### config.mk
export PLATFORM = sky130hd
export DESIGN_NAME = dram_seq_sched
export DESIGN_NICKNAME = d
export VERILOG_FILES = /design/src/rtl/dsched_pkg.sv /design/src/rtl/dsched_seq_timer.sv /design/src/rtl/dsched_bank_table.sv /design/src/rtl/dsched_refresh_plan.sv /design/src/rtl/dram_seq_sched.sv
export SDC_FILE = /design/constraint.sdc
export NUM_CORES = 2
export LEC_CHECK = 0
export BUFFER_PORTS_ARGS = -buffer_cell sky130_fd_sc_hd__buf_2
export CAP_MARGIN = 10
export CORE_MARGIN = 2
export CORE_UTILIZATION = 45
export DETAILED_ROUTE_END_ITERATION = 6
export PLACE_DENSITY_LB_ADDON = 0.08
export SETUP_SLACK_MARGIN = 0.02
export SLEW_MARGIN = 20
export SYNTH_ARGS = -nofsm -noshare
export SYNTH_HDL_FRONTEND = slang
export SYNTH_SLANG_ARGS = --single-unit
### constraint.sdc
create_clock -name clk -period 15.1 [get_ports clk]
set_input_delay 0.755 -clock clk [delete_from_list [all_inputs] [get_ports clk]]
set_output_delay 0.755 -clock clk [all_outputs]
set_load 0.01 [all_outputs]
### src/rtl/dsched_pkg.sv
package dsched_pkg;

    typedef enum logic [1:0] {
        OP_OPEN  = 2'd0,
        OP_CLOSE = 2'd1,
        OP_READ  = 2'd2,
        OP_WRITE = 2'd3
    } op_e;

    // Convert a time in picoseconds into whole clock cycles.
    function automatic int cycles_of(input int t_ps, input int clk_ps);
        return t_ps / clk_ps;
    endfunction

endpackage

### src/rtl/dsched_seq_timer.sv
module dsched_seq_timer
    import dsched_pkg::*;
#(
    parameter int MAX_SEQ = 3,
    parameter int CYC_W   = 32,
    parameter int BL_W    = 4,
    parameter int CNT_W   = 2,
    parameter int T_ACT   = 4,
    parameter int T_PRE   = 4,
    parameter int T_RL    = 5,
    parameter int T_WL    = 4,
    parameter int T_RFC   = 21
) (
    input  logic [CYC_W-1:0]         now,
    input  logic [CYC_W-1:0]         req_start,
    input  logic [CYC_W-1:0]         bank_end,
    input  logic [CYC_W-1:0]         plan,
    input  logic [CNT_W-1:0]         cnt,
    input  logic [2*MAX_SEQ-1:0]     ops,
    input  logic [BL_W-1:0]          burst,
    output logic [CYC_W*MAX_SEQ-1:0] starts,
    output logic [CYC_W*MAX_SEQ-1:0] ends,
    output logic [CYC_W-1:0]         seq_end,
    output logic                     fits
);

    logic [CYC_W-1:0] cursor;
    logic [CYC_W-1:0] win_hi;
    logic [CYC_W-1:0] len;
    logic [CYC_W-1:0] lane_end;

    function automatic logic [CYC_W-1:0] op_len(input op_e op, input logic [BL_W-1:0] bl);
        case (op)
            OP_OPEN:  return CYC_W'(T_ACT);
            OP_CLOSE: return CYC_W'(T_PRE);
            OP_READ:  return CYC_W'(T_RL) + CYC_W'(bl);
            default:  return CYC_W'(T_WL) + CYC_W'(bl);
        endcase
    endfunction

    assign win_hi = plan + CYC_W'(T_RFC);

    always_comb begin
        cursor = (req_start > now) ? req_start : now;
        if (bank_end > cursor) cursor = bank_end;
        fits     = 1'b1;
        len      = '0;
        lane_end = '0;
        for (int i = 0; i < MAX_SEQ; i++) begin
            len      = op_len(op_e'(ops[2*i +: 2]), burst);
            lane_end = cursor + len;
            starts[i*CYC_W +: CYC_W] = cursor;
            ends[i*CYC_W +: CYC_W]   = lane_end;
            if (i < int'(cnt)) begin
                if ((cursor < win_hi) && (lane_end > plan)) fits = 1'b0;
                cursor = lane_end;
            end
        end
        seq_end = cursor;
    end

endmodule

### src/rtl/dsched_bank_table.sv
module dsched_bank_table #(
    parameter int BANKS  = 8,
    parameter int BANK_W = 3,
    parameter int CYC_W  = 32
) (
    input  logic              clk,
    input  logic              rst,
    input  logic [BANK_W-1:0] rd_bank,
    output logic [CYC_W-1:0]  rd_end,
    input  logic              wr_en,
    input  logic [BANK_W-1:0] wr_bank,
    input  logic [CYC_W-1:0]  wr_end,
    input  logic              ref_fire,
    input  logic [CYC_W-1:0]  ref_end
);

    logic [BANKS-1:0][CYC_W-1:0] bank_ends;

    for (genvar b = 0; b < BANKS; b++) begin : g_bank
        logic [CYC_W-1:0] end_q;
        logic             hit;

        assign hit = wr_en && (wr_bank == BANK_W'(b));

        always_ff @(posedge clk) begin
            if (rst) begin
                end_q <= '0;
            end else if (hit) begin
                end_q <= wr_end;
            end else if (ref_fire && (ref_end > end_q)) begin
                end_q <= ref_end;
            end
        end

        assign bank_ends[b] = end_q;

        AST_REFRESH_ALL_BANKS: assert property (@(posedge clk) disable iff (rst)
            (ref_fire && !hit) |=> (end_q >= $past(ref_end)));
    end

    assign rd_end = bank_ends[rd_bank];

endmodule

### src/rtl/dsched_refresh_plan.sv
module dsched_refresh_plan #(
    parameter int CYC_W   = 32,
    parameter int REF_CYC = 3120,
    parameter int T_RFC   = 21
) (
    input  logic             clk,
    input  logic             rst,
    input  logic [CYC_W-1:0] now,
    output logic [CYC_W-1:0] plan,
    output logic             fire,
    output logic [CYC_W-1:0] fire_end,
    output logic             ref_valid,
    output logic [CYC_W-1:0] ref_start,
    output logic [CYC_W-1:0] ref_end
);

    logic [CYC_W-1:0] plan_q;

    assign plan     = plan_q;
    assign fire     = (now == plan_q);
    assign fire_end = plan_q + CYC_W'(T_RFC);

    always_ff @(posedge clk) begin
        if (rst) begin
            plan_q    <= CYC_W'(REF_CYC);
            ref_valid <= 1'b0;
            ref_start <= '0;
            ref_end   <= '0;
        end else begin
            ref_valid <= fire;
            if (fire) begin
                plan_q    <= plan_q + CYC_W'(REF_CYC);
                ref_start <= plan_q;
                ref_end   <= fire_end;
            end
        end
    end

    AST_PLAN_ADVANCES: assert property (@(posedge clk) disable iff (rst)
        fire |=> (plan_q == $past(plan_q) + CYC_W'(REF_CYC)));

    AST_REF_PULSE_AT_PLAN: assert property (@(posedge clk) disable iff (rst)
        ref_valid |-> (ref_start == now - CYC_W'(1)));

endmodule

### src/rtl/dram_seq_sched.sv
module dram_seq_sched
    import dsched_pkg::*;
#(
    parameter int BANKS   = 8,
    parameter int MAX_SEQ = 3,
    parameter int CYC_W   = 32,
    parameter int BL_W    = 4,
    parameter int T_ACT   = 4,
    parameter int T_PRE   = 4,
    parameter int T_RL    = 5,
    parameter int T_WL    = 4,
    parameter int T_RFC   = 21,
    parameter int CLK_PS  = 5000,
    parameter int REF_PS  = 15600000,
    parameter int REF_CYC = cycles_of(REF_PS, CLK_PS),
    localparam int BANK_W = $clog2(BANKS),
    localparam int CNT_W  = $clog2(MAX_SEQ + 1)
) (
    input  logic                     clk,
    input  logic                     rst,
    input  logic                     req_valid,
    input  logic [BANK_W-1:0]        req_bank,
    input  logic [CNT_W-1:0]         req_cnt,
    input  logic [2*MAX_SEQ-1:0]     req_ops,
    input  logic [BL_W-1:0]          req_burst,
    input  logic [CYC_W-1:0]         req_start,
    output logic                     resp_valid,
    output logic                     resp_accept,
    output logic [MAX_SEQ-1:0]       cmd_valid,
    output logic [2*MAX_SEQ-1:0]     cmd_op,
    output logic [BANK_W-1:0]        cmd_bank,
    output logic [CYC_W*MAX_SEQ-1:0] cmd_start,
    output logic [CYC_W*MAX_SEQ-1:0] cmd_end,
    output logic                     ref_valid,
    output logic [CYC_W-1:0]         ref_start,
    output logic [CYC_W-1:0]         ref_end,
    output logic [CYC_W-1:0]         now_cycle
);

    logic [CYC_W-1:0]         cyc_q;
    logic [CYC_W-1:0]         plan;
    logic                     ref_fire;
    logic [CYC_W-1:0]         ref_fire_end;
    logic [CYC_W-1:0]         bank_end;
    logic [CYC_W*MAX_SEQ-1:0] lane_starts;
    logic [CYC_W*MAX_SEQ-1:0] lane_ends;
    logic [CYC_W-1:0]         seq_end;
    logic                     fits;
    logic [MAX_SEQ-1:0]       live_mask;
    logic                     commit;

    always_ff @(posedge clk) begin
        if (rst) cyc_q <= '0;
        else     cyc_q <= cyc_q + CYC_W'(1);
    end
    assign now_cycle = cyc_q;

    always_comb begin
        for (int i = 0; i < MAX_SEQ; i++) live_mask[i] = (i < int'(req_cnt));
    end

    assign commit = req_valid && fits && (req_cnt != '0);

    dsched_refresh_plan #(
        .CYC_W(CYC_W), .REF_CYC(REF_CYC), .T_RFC(T_RFC)
    ) u_plan (
        .clk(clk), .rst(rst), .now(cyc_q), .plan(plan), .fire(ref_fire),
        .fire_end(ref_fire_end), .ref_valid(ref_valid), .ref_start(ref_start),
        .ref_end(ref_end)
    );

    dsched_bank_table #(
        .BANKS(BANKS), .BANK_W(BANK_W), .CYC_W(CYC_W)
    ) u_banks (
        .clk(clk), .rst(rst), .rd_bank(req_bank), .rd_end(bank_end),
        .wr_en(commit), .wr_bank(req_bank), .wr_end(seq_end),
        .ref_fire(ref_fire), .ref_end(ref_fire_end)
    );

    dsched_seq_timer #(
        .MAX_SEQ(MAX_SEQ), .CYC_W(CYC_W), .BL_W(BL_W), .CNT_W(CNT_W),
        .T_ACT(T_ACT), .T_PRE(T_PRE), .T_RL(T_RL), .T_WL(T_WL), .T_RFC(T_RFC)
    ) u_timer (
        .now(cyc_q), .req_start(req_start), .bank_end(bank_end), .plan(plan),
        .cnt(req_cnt), .ops(req_ops), .burst(req_burst), .starts(lane_starts),
        .ends(lane_ends), .seq_end(seq_end), .fits(fits)
    );

    always_ff @(posedge clk) begin
        if (rst) begin
            resp_valid  <= 1'b0;
            resp_accept <= 1'b0;
            cmd_valid   <= '0;
            cmd_op      <= '0;
            cmd_bank    <= '0;
            cmd_start   <= '0;
            cmd_end     <= '0;
        end else begin
            resp_valid <= req_valid;
            if (req_valid) begin
                resp_accept <= fits;
                cmd_valid   <= fits ? live_mask : '0;
                cmd_op      <= req_ops;
                cmd_bank    <= req_bank;
                cmd_start   <= lane_starts;
                cmd_end     <= lane_ends;
            end else begin
                cmd_valid <= '0;
            end
        end
    end

    AST_ANSWER_NEXT_CYCLE: assert property (@(posedge clk) disable iff (rst)
        req_valid |=> resp_valid);

    AST_START_NOT_EARLY: assert property (@(posedge clk) disable iff (rst)
        (resp_valid && cmd_valid[0]) |->
            (cmd_start[CYC_W-1:0] >= $past(cyc_q)) && (cmd_start[CYC_W-1:0] >= $past(req_start)));

    AST_CLEAR_OF_REFRESH: assert property (@(posedge clk) disable iff (rst)
        (resp_valid && cmd_valid[0]) |->
            ((cmd_end[CYC_W-1:0] <= $past(plan)) ||
             (cmd_start[CYC_W-1:0] >= $past(plan) + CYC_W'(T_RFC))));

    AST_REJECT_SILENT: assert property (@(posedge clk) disable iff (rst)
        (resp_valid && !resp_accept) |-> (cmd_valid == '0));

    if (MAX_SEQ > 1) begin : g_chain_chk
        AST_CHAINED: assert property (@(posedge clk) disable iff (rst)
            cmd_valid[1] |-> (cmd_start[2*CYC_W-1:CYC_W] == cmd_end[CYC_W-1:0]));
    end

endmodule

Yosys cells after proc, flatten, opt, wreduce, memory -nomap -nowiden:

Index checks and enable logic that the tools add are counted.

* flip-flop bits (word level): 591
* word-level logic and storage cells: 134
* output and inout bits: 303
* bits of input ports: 50

* muxes and demuxes: 32
* $lt $le $gt $ge: 20
* eq/ne operators: 14
* add/subtract/negate cells: 8
* bitwise logic cells: 2
* reduce and logical (&&, ||, !) cells: 38

Operators with widths (count)
* 32-bit two-way mux: 22
* 32-bit > comparator: 13
* 32-bit one-hot mux with 2 select lines: 3
* 32-bit adder: 3
* 32-bit binary-select mux with 3-bit select: 1
* 32-bit < comparator: 3
* 32-bit by 1-bit adder with 32-bit output, second input constant: 1
* 32-bit by 12-bit adder with 32-bit output, second input constant: 1
* 32-bit by 5-bit adder with 32-bit output, second input constant: 1
* 32-bit == test: 1
* 1-bit logical AND: 21
* 2-bit nonzero test: 9
* 3-bit == test, second input constant: 4
* 3-bit by 4-bit adder with 5-bit output, first input constant: 2
* 2-bit by 1-bit == test with 1-bit output, second input constant: 3
* 2-bit == test, second input constant: 3
* 3-bit by 2-bit == test with 1-bit output, second input constant: 2
* 2-bit zero test: 3
* 1-bit two-way mux: 6
* 2-bit OR reduction: 3
* 1-bit by 2-bit < comparator with 1-bit output, first input constant: 2
* 3-bit by 4-bit < comparator with 1-bit output, second input constant: 1
* 3-bit by 1-bit == test with 1-bit output, second input constant: 1
* 3-bit zero test: 1
* 3 further kinds: 4

Logic depth before layout (Yosys ltp):

* depth in word-level cells: 17
* mapped depth: 75
* depth with buffers taken out: 63

Modules after synthesis:

From an unflattened synthesis, not the netlist that was laid out.

* cells, all modules: 5483
* area, all modules: 46035.4 um^2

Modules (own cells, without submodules)
* dsched_bank_table: cells each 2285, times used 1, area an instance 20241.9 um^2, sequential area each 5124.9 um^2
* dsched_seq_timer: cells each 1795, times used 1, area an instance 12898.6 um^2, sequential area each 0.0 um^2
* dram_seq_sched: cells each 832, times used 1, area an instance 8567.0 um^2, sequential area each 4764.6 um^2
* dsched_refresh_plan: cells each 571, times used 1, area an instance 4327.9 um^2, sequential area each 1721.7 um^2

Worst setup path after synthesis:

Ideal clock, no wire load.

* kind: input to register
* from: input req_bank[0]
* to: register u_banks.g_bank[2].end_q[6]
* setup time: 0.128 ns
* required time: 14.972 ns
* buffers on the path: 18
* slack: -0.089 ns
* stages: 66
* arrival: 15.062 ns
* cells stage by stage: buf_4 > buf_2 > buf_2 > buf_2 > buf_2 > buf_2 > clkbuf_1 > clkbuf_1 > mux4_2 > nand2_1 > o21ai_0 > ha_1 > nand3_1 > nor3_1 > a221oi_1 > o211a_1 > o21ai_0 > or2_2 > [30 not listed] > nor2b_1 > o21ai_0 > nand2b_1 > a21oi_1 > nor2b_1 > o21ai_0 > nand2b_1 > a221oi_1 > or3_1 > a41oi_1 > a311oi_1 > clkbuf_1 > and4b_1 > clkbuf_1 > clkbuf_1 > nor2_1 > a21oi_1 > nor2_1

* cells in the longest elaborated chain, start to end: 17
* elaborated cells on any way between the ends: 31
* those cells by class: 3 x add/sub; 7 x order compare; 1 x eq/ne; 13 x mux; 7 x reduce/logical

RTL lines
* start, declared: line dram_seq_sched.sv:22 `input logic [BANK_W-1:0] req_bank,`
* 32-bit binary-select mux with 3-bit select (*): line dsched_bank_table.sv:41 `assign rd_end = bank_ends[rd_bank];`
* 32-bit two-way mux (implied by the code) (*): line dsched_bank_table.sv:41
* 32-bit > comparator: line dsched_seq_timer.sv:45 `if (bank_end > cursor) cursor = bank_end;`
* 32-bit two-way mux (*): line dsched_seq_timer.sv:45
* 32-bit adder: line dsched_seq_timer.sv:51 `lane_end = cursor + len;`
* 32-bit two-way mux (*): line dsched_seq_timer.sv:54 `if (i < int'(cnt)) begin`
* net lane_starts[36]: line dram_seq_sched.sv:45 `logic [CYC_W*MAX_SEQ-1:0] lane_starts;`
* 32-bit adder (*): line dsched_seq_timer.sv:51
* [1 not listed]
* net lane_starts[85]: line dram_seq_sched.sv:45
* [1 not listed]
* net lane_ends[89]: line dram_seq_sched.sv:46 `logic [CYC_W*MAX_SEQ-1:0] lane_ends;`
* 32-bit > comparator (*): line dsched_seq_timer.sv:55 `if ((cursor < win_hi) && (lane_end > plan)) fits = 1'b0;`
* 1-bit logical AND (*): line dsched_seq_timer.sv:55
* 1-bit two-way mux (*): line dsched_seq_timer.sv:55
* 1-bit two-way mux (*): line dsched_seq_timer.sv:54
* 1-bit logical AND (*) (2 in a row): line dram_seq_sched.sv:62 `assign commit = req_valid && fits && (req_cnt != '0);`
* 1-bit logical AND (*): line dsched_bank_table.sv:23 `assign hit = wr_en && (wr_bank == BANK_W'(b));`
* 32-bit two-way mux / 2-bit nonzero test (equally long branches)
* end signal, assigned: line dsched_bank_table.sv:29 `end_q <= wr_end;`
* end signal, assigned: line dsched_bank_table.sv:31 `end_q <= ref_end;`
* end, declared: line dsched_bank_table.sv:20 `logic [CYC_W-1:0] end_q;`

Mark *: on every way through the listed nets, which the timed path passes. The rest lies on a longest branch. The select of a mux whose other input is x is not followed.
A chain may end at the register's enable or synchronous reset.

Worst setup path in the final report:

* from: register cyc_q[24] (netlist: now_cycle[24])
* to: register u_banks.g_bank[0].end_q[25]

* cells in the longest elaborated chain, start to end: 17
* elaborated cells on any way between the ends: 32
* those cells by class: 3 x add/sub; 8 x order compare; 1 x eq/ne; 12 x mux; 8 x reduce/logical

RTL lines
* start, declared: line dram_seq_sched.sv:40 `logic [CYC_W-1:0] cyc_q;`
* start signal, assigned: line dram_seq_sched.sv:54 `else cyc_q <= cyc_q + CYC_W'(1);`
* 32-bit > comparator: line dsched_seq_timer.sv:44 `cursor = (req_start > now) ? req_start : now;`
* 32-bit two-way mux (*): line dsched_seq_timer.sv:44
* 32-bit > comparator: line dsched_seq_timer.sv:45
* 32-bit two-way mux (*): line dsched_seq_timer.sv:45
* 32-bit adder: line dsched_seq_timer.sv:51
* 32-bit two-way mux (*): line dsched_seq_timer.sv:54
* net lane_starts[36]: line dram_seq_sched.sv:45
* 32-bit adder: line dsched_seq_timer.sv:51
* [1 not listed]
* net lane_starts[68]: line dram_seq_sched.sv:45
* [1 not listed]
* net lane_ends[81]: line dram_seq_sched.sv:46
* 32-bit > comparator (*): line dsched_seq_timer.sv:55
* 1-bit logical AND (*): line dsched_seq_timer.sv:55
* 1-bit two-way mux (*): line dsched_seq_timer.sv:55
* 1-bit two-way mux (*): line dsched_seq_timer.sv:54
* 1-bit logical AND (*) (2 in a row): line dram_seq_sched.sv:62
* 1-bit logical AND (*): line dsched_bank_table.sv:23
* 32-bit two-way mux / 2-bit nonzero test (equally long branches)
* end signal, assigned: line dsched_bank_table.sv:29
* end signal, assigned: line dsched_bank_table.sv:31
* end, declared: line dsched_bank_table.sv:20

Mark *: on every way through the listed nets, which the timed path passes. The rest lies on a longest branch.

==> summary by stage <==
Clocking
In this run the clock root is driven by a sky130_fd_sc_hd__clkbuf_16. The count of hold-fix buffers inserted at cts is 0. No sink is reached through more buffers than the 3 on the longest clock path. The number of clock buffers added by TritonCTS is 73.

The CTS tree is done. The number of levels in the clock H-tree is 3. The clock drives 580 sinks. For the worst-skew pair, the clock arrives at the later sink with an insertion delay of 0.68 ns. The clock transition time at the flip-flop clock pins of the worst setup and hold paths is around 0.060 ns.

Timing
The transition time of the tightest slew-check pin is roughly 1.2 ns. The maximum operating frequency is 70.90 MHz. The tightest hold path in the finished design has a slack of 0.4182 ns. The post-route minimum period is 14.10 ns. Summed over all failing endpoints, the final setup total negative slack is 0 ns.

Setup repair after global routing left no endpoint under its margin. The number of hold violations in the final report is 0. The final count of negative-setup-slack endpoints is 0. Of the available clock period, the critical path in the final layout requires around 93%. The max-slew violation count was 0. The clock arrives with 0.04031 ns of skew. The headroom to the max-slew limit is 16.66%.

Critical path
The critical path is of the flop to flop type. The arrival time of data at the critical path endpoint is 14.68 ns. The data required time at the worst endpoint is 15.68 ns.

For this run, the slowest stage of the critical path takes about 0.50 ns. The kind of launch point of the worst setup path is a flop. STA classifies the critical path endpoint as a flop. The slowest stage of the critical path belongs to the cell sky130_fd_sc_hd__a311oi_2. The largest fanout of any net on the critical path is between 50 and 60.

Pwr
For this design the total switching power over the nets is 1.472 mW. IR analysis of the VDD net gives a maximum drop of between 0.00008 and 0.00009 V. The share of total power dissipated in sequential elements is 35.1%. The clock network power share is 43.6%. The switching power as a share of total power is 31.72%.

Combinational logic burns 21.3% of the power. For this design the ratio of total power to cell area is 89.12 mW/mm^2. The leakage power figure is between 20 and 25 nW. The cell-internal power is between 3 and 4 mW.

Logic synthesis
The mapped netlist covers 0.04521 sq mm. The number of warnings reported in the yosys synthesis log is 0. The number of synthesized flops with an enable pin is 0. The leading register cell type out of synthesis is sky130_fd_sc_hd__dfxtp_1. The synthesized instance count is 5645. The async set or reset register ratio after synthesis is 0%.

In this run, synthesis produced a sequential element count of 580. In this run the mean area of a mapped cell was 8.009 sq um. Synthesis instantiated 103 different standard cells from the library. The sequential share of the synthesized area is ~26%.

Floorplan
The floorplan step defined a die boundary enclosing 0.1030 sq mm. In this run the vertical extent of the chip is between 300 and 400 um. In this run the horizontal extent of the chip is 321.0 um. The initial core utilization is between 40% and 50%.

The floorplan has 116 rows. The floorplan step defined a core boundary enclosing approximately 0.1 sq mm. 353 I/O pins were placed.

Cells and area
Relative to the synthesized area, the layout overhead comes to 15.17%. The multi-input combinational cells in the finished layout cover a total of 0.03107 sq mm. The library cells used most frequently in the layout, excluding fill and tap cells, are sky130_fd_sc_hd__dfxtp_1 (577), sky130_fd_sc_hd__nor2_1 (574), sky130_fd_sc_hd__ha_1 (474). Counting the fill cells in the layout gives 9799. The fraction of final layout cells sized beyond drive strength 1 is 15.80%. The total area of sequential cells is 0.01161 sq mm.

The net count of the finished layout is around 6.4k. The library cell used most frequently in the layout, excluding fill and tap cells, is sky130_fd_sc_hd__dfxtp_1. The non-filler instance count after layout is 7272.

For this run, the share of the core covered by cells in the final layout is 52.14%. The antenna cell count is 0.

Placed design
After legalization and detailed placement, the total HPWL measured around 150 mm. The placer congestion estimate is ~1. Once placement completed, the tool counted placed cells totaling approximately 7.1k.

Port buffering added 346 buffers.

Global route
The met2 layer usage reported by global route is 60.43%. The number of global-route vias before repair was 41.67k. The busiest metal layer after global routing is met2. The global-route wire length before repair is roughly 290 mm.

In the global route stage, met3 resource usage came out at about 7.3%. The global-route met1 utilization is 46.83%. The global-route congestion overflow total is 0. The initial antenna violation count was 5.

The pin count of the biggest net entering global routing is 200. Across every metal layer, demand over resource in global routing totals 37.37%.

Hold path
The worst hold path belongs to the class input pin to flop.

Drt
In this run, the number of DRC markers left after iteration 0 of detailed routing was between 4k and 5k. After detailed routing, the number of vias per cell comes to 6.175. In this run the remaining antenna-violating nets after routing total 0. The routed length per placed instance is around 27 um.

The number of remaining DRC errors is 0. The sum of routed wire length over all layers is 198.5 mm. The via count of the routed design is 44.91k. Before antenna repair, the detailed router went through 7 iterations.

Outcome
The flow ran to the end, and the final reports show no timing, DRC or antenna violations.

Run
Across the run, the number of max-cap violations was 0.
kinds of logic after synthesis:
group                    after synthesis  share of synthesized area [%]
buffers and inverters                770                          6.612
AND/OR/NAND/NOR                     2035                          22.23
multiplexers                         445                          11.81
other                                  1                       0.008295
flip-flops                           580                          25.68
adder cells (fa/ha/maj)              478                          13.27
AO/OA/AOI/OAI                       1103                          15.86
XOR/XNOR                             233                          4.531
worst max-delay path, delay by kind of cell, from the launching register on:
family / cells / cell delay, ns
simple gates: 24 / 4.75
compound gates: 21 / 3.84
flops: 1 / 0.48
mux: 2 / 0.67
buf+inv: 9 / 1.60
fa+ha+maj: 6 / 2.11
xor+xnor: 2 / 0.51
state kept, by name (all words and copies together) (netlist names), 6 cells and up:
| signal | flops |
|---|---|
| u_banks.g_bank.end_q | 256 |
| u_plan.ref_start | 28 |
| u_plan.plan | 28 |
| u_plan.ref_end | 29 |
| cmd_end | 96 |
| cmd_start | 96 |
| cmd_op | 6 |
| now_cycle | 32 |
power groups by stage:
stage	Sequential, mW	Combinational, mW	Clock [mW]
after CTS	1.63	0.963	2.05
after global placement	1.66	0.955	0
after global routing	1.63	1.05	2.11
after detailed placement	1.66	0.959	0
final	1.63	0.987	2.03
after floorplan	1.67	0.541	0
what timing repair did:
action                     in CTS  in global routing
gates resized for setup         0                 12
setup endpoints to repair       0                239
hold endpoints to repair        0                  0
buffers inserted                0                  3
cell usage after synthesis (26+ instances only):
library cell	instances	share of area, %
sky130_fd_sc_hd__xnor2_1	179	3.5
sky130_fd_sc_hd__nand3b_1	28	0.46
sky130_fd_sc_hd__buf_1	34	0.28
sky130_fd_sc_hd__mux2i_1	315	7.0
sky130_fd_sc_hd__o21a_1	36	0.60
sky130_fd_sc_hd__o21ai_0	259	2.9
sky130_fd_sc_hd__nor2b_1	79	1.1
sky130_fd_sc_hd__or4_1	28	0.46
sky130_fd_sc_hd__or3_1	35	0.48
sky130_fd_sc_hd__a21oi_1	334	3.7
sky130_fd_sc_hd__o311ai_1	38	0.74
sky130_fd_sc_hd__and2_1	36	0.50
sky130_fd_sc_hd__clkbuf_1	310	2.6
sky130_fd_sc_hd__mux4_2	64	3.2
sky130_fd_sc_hd__o31ai_1	38	0.63
sky130_fd_sc_hd__nor4_1	49	0.68
sky130_fd_sc_hd__a211oi_1	57	0.95
sky130_fd_sc_hd__mux2_2	66	1.6
sky130_fd_sc_hd__o211ai_1	44	0.73
sky130_fd_sc_hd__xor2_1	53	1.0
sky130_fd_sc_hd__nand2_1	460	3.8
sky130_fd_sc_hd__nand3_1	190	2.1
sky130_fd_sc_hd__o311ai_0	35	0.68
sky130_fd_sc_hd__inv_1	385	3.2
sky130_fd_sc_hd__a21o_1	86	1.4
sky130_fd_sc_hd__nand2b_1	84	1.2
sky130_fd_sc_hd__ha_1	474	13
sky130_fd_sc_hd__nand4b_1	26	0.50
sky130_fd_sc_hd__dfxtp_1	580	26
sky130_fd_sc_hd__and3_1	29	0.40
sky130_fd_sc_hd__nor3_1	156	1.7
sky130_fd_sc_hd__nor2_1	575	4.8
sky130_fd_sc_hd__nand4_1	185	2.6
stage by stage:
step	instance area, sq um	total power, mW	setup slack [ns]
after floorplan	45230	2.210	0.1851
after global placement	49210	2.617	0.7777
after detailed placement	49240	2.620	0.5131
after CTS	51990	4.641	0.6465
after global routing	52060	4.794	0.04182
final	52060	4.640	0.9960
layer usage:
metal | routed length (um) | vias to the layer above
met2 | 89830 | 1989
met5 | 52 | -
met4 | 12450 | 8
met1 | 80350 | 21640
met3 | 15810 | 472
li1 | - | 20790
path summary, 6_finish.rpt:
path	to	start	depth (start not counted)	slack, ns
setup / recovery	u_banks.g_bank[0].end_q[25]	now_cycle[24]	64	1.0
hold / removal	cmd_op[1]	req_ops[1]	3	0.42
setup reg to reg	u_banks.g_bank[0].end_q[25]	now_cycle[24]	64	1.0
hold reg to reg	u_plan.ref_end[14]	u_plan.ref_end[14]	2	0.44
cell type report:
type                    instances  area share [%]
clock buffers                  95           3.980
multi-input cells            4300           59.68
repair buffers                570           6.796
inverters                     391           2.821
well taps                    1298           3.119
clock inverters                38           1.300
flip-flops and latches        580           22.31
No activity file was read; power rests on OpenSTA's default activity.
